==> src/rtl/alu8_pkg.sv <==
package alu8_pkg;
  localparam int OP_W = 3;

  typedef enum logic [OP_W-1:0] {
    OP_ADD  = 3'd0,
    OP_SUB  = 3'd1,
    OP_AND  = 3'd2,
    OP_OR   = 3'd3,
    OP_XOR  = 3'd4,
    OP_NOR  = 3'd5,
    OP_SLT  = 3'd6,
    OP_SLTU = 3'd7
  } alu_op_e;
endpackage

==> src/rtl/alu8_addsub.sv <==
module alu8_addsub #(
  parameter int WIDTH = 32
) (
  input  logic [WIDTH-1:0] a,
  input  logic [WIDTH-1:0] b,
  input  logic             sub,
  output logic [WIDTH-1:0] sum,
  output logic             cout,
  output logic             ovf
);
  localparam int FULL_W = WIDTH + 1;

  logic [WIDTH-1:0]  b_eff;
  logic [FULL_W-1:0] full;

  // Subtraction adds the inverted operand with a carry-in of one
  assign b_eff = sub ? ~b : b;
  assign full  = {1'b0, a} + {1'b0, b_eff} + {{WIDTH{1'b0}}, sub};
  assign sum   = full[WIDTH-1:0];
  assign cout  = full[WIDTH];
  // Signed overflow: both adder inputs share a sign that the sum does not
  assign ovf   = (a[WIDTH-1] == b_eff[WIDTH-1]) && (sum[WIDTH-1] != a[WIDTH-1]);
endmodule

==> src/rtl/alu8_logic.sv <==
module alu8_logic #(
  parameter int WIDTH = 32
) (
  input  logic [WIDTH-1:0] a,
  input  logic [WIDTH-1:0] b,
  output logic [WIDTH-1:0] and_o,
  output logic [WIDTH-1:0] or_o,
  output logic [WIDTH-1:0] xor_o,
  output logic [WIDTH-1:0] nor_o
);
  for (genvar i = 0; i < WIDTH; i++) begin : g_bit
    assign and_o[i] = a[i] & b[i];
    assign or_o[i]  = a[i] | b[i];
    assign xor_o[i] = a[i] ^ b[i];
    assign nor_o[i] = ~(a[i] | b[i]);
  end
endmodule

==> src/rtl/alu8_compare.sv <==
module alu8_compare #(
  parameter int WIDTH = 32
) (
  input  logic [WIDTH-1:0] diff,
  input  logic             cout,
  input  logic             ovf,
  output logic [WIDTH-1:0] slt_o,
  output logic [WIDTH-1:0] sltu_o
);
  localparam int PAD_W = WIDTH - 1;

  logic lt_signed;
  logic lt_unsigned;

  // Sign of the difference, corrected when the subtraction overflowed
  assign lt_signed   = diff[WIDTH-1] ^ ovf;
  // No carry out of A - B means a borrow: A is below B
  assign lt_unsigned = ~cout;
  assign slt_o       = {{PAD_W{1'b0}}, lt_signed};
  assign sltu_o      = {{PAD_W{1'b0}}, lt_unsigned};
endmodule

==> src/rtl/alu8_core.sv <==
module alu8_core #(
  parameter int WIDTH = 32
) (
  input  logic [2:0]       op_sel,
  input  logic [WIDTH-1:0] opnd_a,
  input  logic [WIDTH-1:0] opnd_b,
  output logic [WIDTH-1:0] result,
  output logic             zero,
  output logic             carry_out
);
  import alu8_pkg::*;

  alu_op_e          op;
  logic             do_sub;
  logic [WIDTH-1:0] add_sum;
  logic             add_cout;
  logic             add_ovf;
  logic [WIDTH-1:0] and_w, or_w, xor_w, nor_w;
  logic [WIDTH-1:0] slt_w, sltu_w;

  assign op = alu_op_e'(op_sel);
  // Every operation except add drives the adder as a subtractor
  assign do_sub = (op != OP_ADD);

  alu8_addsub #(.WIDTH(WIDTH)) u_addsub (
    .a(opnd_a), .b(opnd_b), .sub(do_sub),
    .sum(add_sum), .cout(add_cout), .ovf(add_ovf)
  );

  alu8_logic #(.WIDTH(WIDTH)) u_logic (
    .a(opnd_a), .b(opnd_b),
    .and_o(and_w), .or_o(or_w), .xor_o(xor_w), .nor_o(nor_w)
  );

  alu8_compare #(.WIDTH(WIDTH)) u_cmp (
    .diff(add_sum), .cout(add_cout), .ovf(add_ovf),
    .slt_o(slt_w), .sltu_o(sltu_w)
  );

  always_comb begin
    case (op)
      OP_ADD:  result = add_sum;
      OP_SUB:  result = add_sum;
      OP_AND:  result = and_w;
      OP_OR:   result = or_w;
      OP_XOR:  result = xor_w;
      OP_NOR:  result = nor_w;
      OP_SLT:  result = slt_w;
      OP_SLTU: result = sltu_w;
      default: result = '0;
    endcase
  end

  assign carry_out = ((op == OP_ADD) || (op == OP_SUB)) ? add_cout : 1'b0;
  assign zero      = (result == '0);
endmodule

==> config.mk <==
export PLATFORM = sky130hd
export DESIGN_NAME = alu8_core
export DESIGN_NICKNAME = d
export VERILOG_FILES = /design/src/rtl/alu8_pkg.sv /design/src/rtl/alu8_addsub.sv /design/src/rtl/alu8_logic.sv /design/src/rtl/alu8_compare.sv /design/src/rtl/alu8_core.sv
export SDC_FILE = /design/constraint.sdc
export NUM_CORES = 1
export LEC_CHECK = 0
export ABC_CLOCK_PERIOD_IN_PS = 5300
export BUFFER_PORTS_ARGS = -buffer_cell sky130_fd_sc_hd__buf_2
export CAP_MARGIN = 20
export CORE_MARGIN = 10
export CORE_UTILIZATION = 40
export DETAILED_ROUTE_END_ITERATION = 12
export PLACE_DENSITY = 0.64
export RECOVER_POWER = 25
export SYNTH_ARGS = -nofsm -noshare
export SYNTH_HDL_FRONTEND = slang
export SYNTH_SLANG_ARGS = --single-unit
==> constraint.sdc <==
create_clock -name vclk -period 5.3
set_input_delay 0.795 -clock vclk [all_inputs]
set_output_delay 0.795 -clock vclk [all_outputs]
set_load 0.05 [all_outputs]
==> results of run 1 <==
## cells in the mapped netlist, drive strengths merged, types with 4 or more instances
master,number
ha,96
nand3,7
mux2i,23
and3,5
xor2,10
buf,11
o22ai,8
clkbuf,25
a21o,12
a31oi,6
xnor2,41
nor3,9
nand4,8
inv,74
nor2,58
a21oi,63
a21boi,8
nand2,41
o211ai,4
o21a,4
nor4,7
nand2b,12
o221ai,19
a311oi,4
a211oi,10
a221oi,4
o21ai,45
## worst max-delay path by stage
stage	from	to	slack, ns
final	op_sel[1]	zero	-0.02
after global routing	op_sel[1]	zero	-0.26
after CTS	op_sel[1]	zero	0.009
after detailed placement	op_sel[1]	zero	-0.31
after global placement	op_sel[1]	zero	-0.25
after floorplan	op_sel[2]	zero	-0.34
## metal layers
metal  part of all wire, %  vias to the layer above  routed length (µm)
li1                      -                     2725                   -
met1                    45                     2573                7650
met2                    49                      130                8280
met3                   4.6                       12                 779
met4                  0.84                        0                 142
met5                     0                        -                   0
## per-stage QoR
stage               TNS (ns)  worst slack [ns]  util (%)
floorplan             -0.344            -0.344         -
global placement      -0.250            -0.250      55.8
detailed placement    -0.325            -0.314      55.8
CTS                        0           0.00893      56.9
global route          -0.323            -0.264      57.3
finish               -0.0213           -0.0213      57.3
## cells by family (layout without fill, tap and decap cells)
family	Yosys count	count (layout)	share of synthesized area [%]
buffers and inverters	111	298	9.47
AOI/OAI and AO/OA	210	210	31.1
xor gates and xnor gates	51	51	9.83
adders and majority gates	97	97	26.9
muxes	23	23	5.07
and+or+nand+nor	163	163	17.6
## power groups by stage
stage	logic, mW	clock network [mW]	registers, mW
after global placement	0.905	0	0
after CTS	0.940	0	0
after floorplan	0.588	0	0
final	0.951	0	0
after global routing	1.03	0	0
after detailed placement	0.916	0	0
## cell type report
class                      instances  area (µm²)
fill                            1065        4690
inverter                          75         282
multi-input combinational        544        4370
tap                              140         175
timing repair buffer             223        1470
## timing repair
| action | in CTS | in global routing |
|---|---|---|
| resized for setup | 17 | 11 |
| cloned | 1 | 0 |
| setup endpoints to repair | 2 | 4 |
| pin swaps | 19 | 3 |
| setup buffers | 4 | 1 |
## critical path, cell delays in order
cell and delay (ns):
buf_2 0.10, or2_4 0.26, nor2_4 0.15, buf_6 0.14, buf_16 0.12, buf_4 0.12, xnor2_1 0.06, ha_1 0.35
a21oi_2 0.20, nand2_1 0.11, o21ai_4 0.19, buf_4 0.15, o21ai_2 0.07, a221o_1 0.38, a21oi_2 0.19, xor2_2 0.21
a21oi_4 0.10, a211oi_2 0.22, nand4_1 0.20, nor4_4 0.20, buf_6 0.19
==> flow_summary.ini, run 1 <==
[outcome]
status = complete, but fails checks
violations = negative setup slack

[floorplan]
pin_count = 101
die_w_um = 127
row_count = 38
fp.coreArea_um2 = 11000
die_h_um = 127
start_util_pct = 41.4
dieArea_um2 = 16000

[route]
drc = 0
dr.pass1.iters = 5
via_count = 5440
drt_wl_total_um = 16900
detail-route-antenna-nets = 0
drt_iter0_drc = 314
drt-wirelength-per-cell_um = 17.2
viasPerCell = 5.54

[run]
maxCapViolations = 0

[hold_path]
min_path_cells = 5
min_to = carry_out
hold_path.class = input port to primary output
min_from = opnd_a[31]

[worst_setup_path]
cp-end-kind = primary output
worstPathMaxFanout = 6
crit_required_ns = 4.51
crit_type = input port to primary output
cp.arrival_ns = 4.53
cp-start-kind = input port

[synthesis]
ys_types = 66
syn_inst = 655
synth.top_cell.area_share_pct = 26.4
synth_nets = 819
synth_area_per_cell_um2 = 6.94
yosys.area.top_type = ha_1
yosys-top-cells-area = ha_1 (26%), xnor2_1 (7.9%), a21oi_1 (6.8%), inv_1 (6.1%), mux2i_1 (5.1%)
yosysSeqAreaShare_pct = 0
synth_area_um2 = 4540
synth_warnings = 0

[power_and_ir_drop]
combPwrFrac_pct = 100.0
p_leak_nw = 3.12
netSwitchingFraction_pct = 59.3
power.share.clock_pct = 0
powerDensity_nw_per_um2 = 151
switchingPower_mw = 0.564
ir_worst_vdd_mv = 0.0962
total_power_mw = 0.951
power.internal_mw = 0.387
seqPwrFrac_pct = 0

[layout]
area_delta_synth_final_pct = 38.6
final_cell_mix = buf_4 (118), ha_1 (95), buf_2 (93)
layout-drive-gt1-share_pct = 32.4
instances_no_fill = 982
num-clock-buffers = 0
mostFrequentLayoutCell = buf_4
design_area_um2 = 6300
seq_cell_count = 0
nNetsFinal = 1008
diodes = 0
seqCellArea_um2 = 0

[timing]
finalMaxSlewViolations = 0
hold_viol_final = 0
max_slew.worst_pin.slew_ns = 0.609
fmax_mhz = 188
fin_crit_ns = 5.32
grt_setup_unrepaired = true
post-route-period-util_pct = 100
setup_viol = 1
slew_headroom_pct = 59.6
whs_ns = 2.27
worst_slack_ns = -0.0213

[placement]
numPortBuffers = 101
place_congestion = 0.935
dp_hpwl_um = 13800
place_area_um2 = 6130
dp_cells = 976

[clock_network]
hold_buffers = 0

[grt]
grt-busiest-layer = met2
use_met2_pct = 35.9
grt_use_total_pct = 20.0
grt_max_degree = 47
grt_pass1_wl_um = 27700
gr-usage-met3_pct = 1.79
grt_overflow = 0
grtUsageMet1_pct = 25.8
antenna_found_initial = 0
grt_pass1_vias = 5539
(Power assumes the default switching activity.)
==> run 2: changes to the inputs <==
ABC_CLOCK_PERIOD_IN_PS = 5200   (was 5300)
PLACE_DENSITY = 0.62   (was 0.64)
clock period = 5.2 ns   (was 5.3 ns; I/O delays follow)
==> run 2 against run 1 <==
Against the previous run:
- the run still ends with negative setup slack left
- wire length increased by 3.2%
- critical path depth is 4 lower
- largest cell class unchanged
- clock-buffer cell count stayed put
- highest routed layer unchanged
- die area unchanged
- critical path type unchanged
==> flow_summary.ini, run 2 (synthesized netlist as in run 1, its figures left out) <==
[outcome]
status = complete, but fails checks
violations = negative setup slack

[floorplan]
start_util_pct = 41.4
pin_count = 101
die_w_um = 127
die_h_um = 127
fp.coreArea_um2 = 11000
dieArea_um2 = 16000
row_count = 38

[grt]
grt_overflow = 0
grt_pass1_wl_um = 27700
grt_use_total_pct = 20.0
antenna_found_initial = 0
grt_max_degree = 47
grt_pass1_vias = 5513

[power_and_ir_drop]
ir_worst_vdd_mv = 0.103
p_leak_nw = 3.22
powerDensity_nw_per_um2 = 155

[placement]
place_congestion = 0.933
numPortBuffers = 101
place_area_um2 = 6290
dp_hpwl_um = 14100
dp_cells = 995
place_ws_ns = -0.439

[layout]
nNetsFinal = 1028
mostFrequentLayoutCell = buf_4
seqCellArea_um2 = 0
seq_cell_count = 0
design_area_um2 = 6510
instances_no_fill = 1002
diodes = 0
area_delta_synth_final_pct = 43.2
num-clock-buffers = 0
multi_input_area_um2 = 4430
nFillCells = 1077
final_cell_mix = buf_4 (139), ha_1 (94), buf_2 (90)
layout-drive-gt1-share_pct = 35.4

[worst_setup_path]
crit_buf_inv = 4
cp.arrival_ns = 4.46
cp_cell_sequence = buf_2, or2_4, nor2_4, buf_12, buf_4, xnor2_1, ha_1, nand4_1, or4_4, nor2_2, nor3_4, nor4_2, nand4b_1, a211oi_2, nand4_1, nor4_4, buf_6
crit_end = zero
crit_required_ns = 4.42
slowest_stage = or4_4
setup.worst_path.start = op_sel[1]
critPathMaxStageDelay_ns = 0.56
cpMostUsedCell = nand4_1
crit_family = simple AND/OR/NAND/NOR gates
cp-end-kind = primary output
worstPathMaxFanout = 8
cp-start-kind = input port
cp_num_cells = 17
crit_type = input port to primary output

[timing]
post-route-period-util_pct = 101
fin_crit_ns = 5.24
worst_slack_ns = -0.0363
fmax_mhz = 191
setup_viol = 1
slew_headroom_pct = 59.4
hold_viol_final = 0
finalMaxSlewViolations = 0
max_slew.worst_pin.slew_ns = 0.612
grt_setup_unrepaired = true

[route]
viasPerCell = 5.57
drt-wirelength-per-cell_um = 17.3
drt_iter0_drc = 403
drt_wl_total_um = 17400
drc = 0
dr.pass1.iters = 5
via_count = 5582
detail-route-antenna-nets = 0

[hold_path]
hold_path.class = input port to primary output

[run]
maxCapViolations = 0

[clock_network]
hold_buffers = 0
## run 2: metal layers
| layer | wire length (µm) | track usage (%) | vias to the layer above |
|---|---|---|---|
| met4 | 140 | 1.81 | 0 |
| li1 | - | - | 2772 |
| met2 | 8440 | 35.4 | 181 |
| met3 | 1090 | 1.62 | 15 |
| met1 | 7710 | 26.6 | 2614 |
| met5 | 0 | 0 | - |
## run 2: repair_timing
action / in CTS / in global routing
buffers inserted: 7 / 0
setup endpoints to repair: 3 / 4
resized for setup: 29 / 11
cloned: 0 / 0
pin swaps: 18 / 0
## run 2: layout make-up
cell class / count / share of cell area, %
Multi-Input combinational cell: 544 / 68.0
Timing Repair Buffer: 243 / 24.9
Tap cell: 140 / 2.69
Inverter: 75 / 4.33
## run 2: how the worst min path moves through the flow
stage	to	slack, ns	start	cells past startpoint
after global routing	carry_out	2.31	opnd_a[31]	5
final	carry_out	2.28	opnd_a[31]	5
after floorplan	result[1]	1.94	op_sel[1]	3
after global placement	carry_out	2.23	opnd_a[31]	5
after CTS	carry_out	2.28	opnd_a[31]	5
after detailed placement	carry_out	2.27	opnd_a[31]	5
## run 2: where the power goes
group          switching [mW]  internal [mW]
registers                   0              0
logic                   0.591          0.420
clock network               0              0
## run 2: through the flow
step / hold slack, ns / util [%] / power, mW / setup TNS (ns)
floorplan: 1.94 / - / 0.599 / -0.441
global placement: 2.23 / 57.3 / 0.952 / -0.368
detailed placement: 2.27 / 57.3 / 0.964 / -0.509
CTS: 2.28 / 59.0 / 1.00 / -0.00827
global route: 2.31 / 59.2 / 1.09 / -0.264
finish: 2.28 / 59.2 / 1.01 / -0.0363
==> run 3: changes to the inputs <==
CELL_PAD_IN_SITES_DETAIL_PLACEMENT = 0   (was unset)
CELL_PAD_IN_SITES_GLOBAL_PLACEMENT = 1   (was unset)
CORE_UTILIZATION = 31   (was 40)
PLACE_DENSITY = 0.67   (was 0.62)
TNS_END_PERCENT = 5   (was unset)
==> run 3 against run 2 <==
Against the previous run:
- the run still ends with negative setup slack left
- power is 2.3% higher
- hold slack worse by 0.014 ns
- combinational power hardly changed
- maximum frequency fell by 0.39%
- final area increased by 3.6%
- global-route usage is 2.9 points lower
- critical path depth increased by 3
- largest power group unchanged
==> flow_summary.ini, run 3 (synthesized netlist as in run 1, its figures left out) <==
[timing]
fin_crit_ns = 5.26
totalNegativeSetupSlack_ns = -0.0570
max_slew.worst_pin.slew_ns = 0.609
setup_viol = 1
grt_setup_unrepaired = true
post-route-period-util_pct = 101
hold_viol_final = 0
worst_slack_ns = -0.0570
slew_headroom_pct = 59.6
finalMaxSlewViolations = 0
whs_ns = 2.27
fmax_mhz = 190

[route]
drt_iter0_drc = 277
via_count = 5537
detail-route-antenna-nets = 0
drt-wirelength-per-cell_um = 16.6
viasPerCell = 5.20
drt_wl_total_um = 17700
drc = 0
dr.pass1.iters = 5

[worst_setup_path]
crit_type = input port to primary output
crit_required_ns = 4.42
worstPathMaxFanout = 8
cp-start-kind = input port
cp-end-kind = primary output
cp.arrival_ns = 4.48

[layout]
diodes = 0
area_delta_synth_final_pct = 48.4
seq_cell_count = 0
final_cell_mix = buf_4 (156), buf_2 (95), ha_1 (88)
nFillCells = 1492
seqCellArea_um2 = 0
layout-drive-gt1-share_pct = 37.5
num-clock-buffers = 0
mostFrequentLayoutCell = buf_4
design_area_um2 = 6740
nNetsFinal = 1046

[grt]
grt_max_degree = 53
antenna_found_initial = 0
grt_pass1_vias = 5903
grt_overflow = 0
grt_use_total_pct = 17.2
grt_pass1_wl_um = 29400

[outcome]
status = complete, but fails checks
violations = negative setup slack

[floorplan]
fp.coreArea_um2 = 14400
row_count = 44
die_w_um = 141
dieArea_um2 = 19900
start_util_pct = 31.5
pin_count = 101
die_h_um = 141

[placement]
dp_hpwl_um = 14300
place_congestion = 0.903
numPortBuffers = 101
place_area_um2 = 6400

[hold_path]
min_path_cells = 5
hold_path.class = input port to primary output

[power_and_ir_drop]
ir_worst_vdd_mv = 0.107
powerDensity_nw_per_um2 = 153
p_leak_nw = 3.32
total_power_mw = 1.03

[run]
maxCapViolations = 0

[clock_network]
hold_buffers = 0
-- run 3: what timing repair did --
action / CTS / global route
resized for setup: 34 / 11
hold endpoints to repair: 0 / 0
gates cloned: 1 / 0
setup buffers: 13 / 2
pin swaps: 29 / 5
endpoints found under the setup margin: 3 / 4
-- run 3: worst paths after layout --
kind	start	to	slack, ns
worst min-delay path	opnd_a[31]	carry_out	2.27
worst max-delay path	op_sel[2]	zero	-0.06
-- run 3: per-layer routing --
metal	routed length (µm)	part of all wire, %	GRT usage [%]	vias to the layer above
li1	-	-	-	2807
met1	8190	46	22.3	2622
met2	8760	49	31.2	102
met3	689	3.9	1.18	6
met4	68	0.38	1.14	0
met5	0	0	0	-
-- run 3: final cells by class --
class / instances / area (µm²) / share of cell area, %
Multi-Input combinational cell: 544 / 4470 / 66.2
Timing Repair Buffer: 261 / 1760 / 26.2
Inverter: 75 / 282 / 4.18
Tap cell: 184 / 230 / 3.41
-- run 3: per-stage QoR --
step / std cells / setup slack (ns) / utilization, %
finish: 1064 / -0.0570 / 46.7
global route: 1064 / -0.257 / 46.7
CTS: 1062 / -0.0740 / 46.4
detailed placement: 1048 / -0.517 / 44.4
global placement: 1048 / -0.523 / 44.4
floorplan: 655 / -0.414 / -
-- run 3: power breakdown --
part | internal (mW) | leakage [nW] | switching (mW)
sequential | 0 | 0 | 0
clock | 0 | 0 | 0
combinational | 0.445 | 3.32 | 0.590
-- run 3: worst max-delay path: stages --
cell and delay (ns):
buf_2 0.11, or2_4 0.26, nor2_4 0.15, buf_12 0.18, xnor2_1 0.14, ha_1 0.27
buf_4 0.15, a21oi_2 0.16, nand2_1 0.11, o21ai_4 0.25, buf_4 0.16, o21ai_2 0.07
a221o_1 0.39, a21oi_2 0.15, xor2_1 0.23, a21oi_4 0.10, a211oi_2 0.21, nand4_1 0.20
nor4_4 0.19, buf_6 0.19
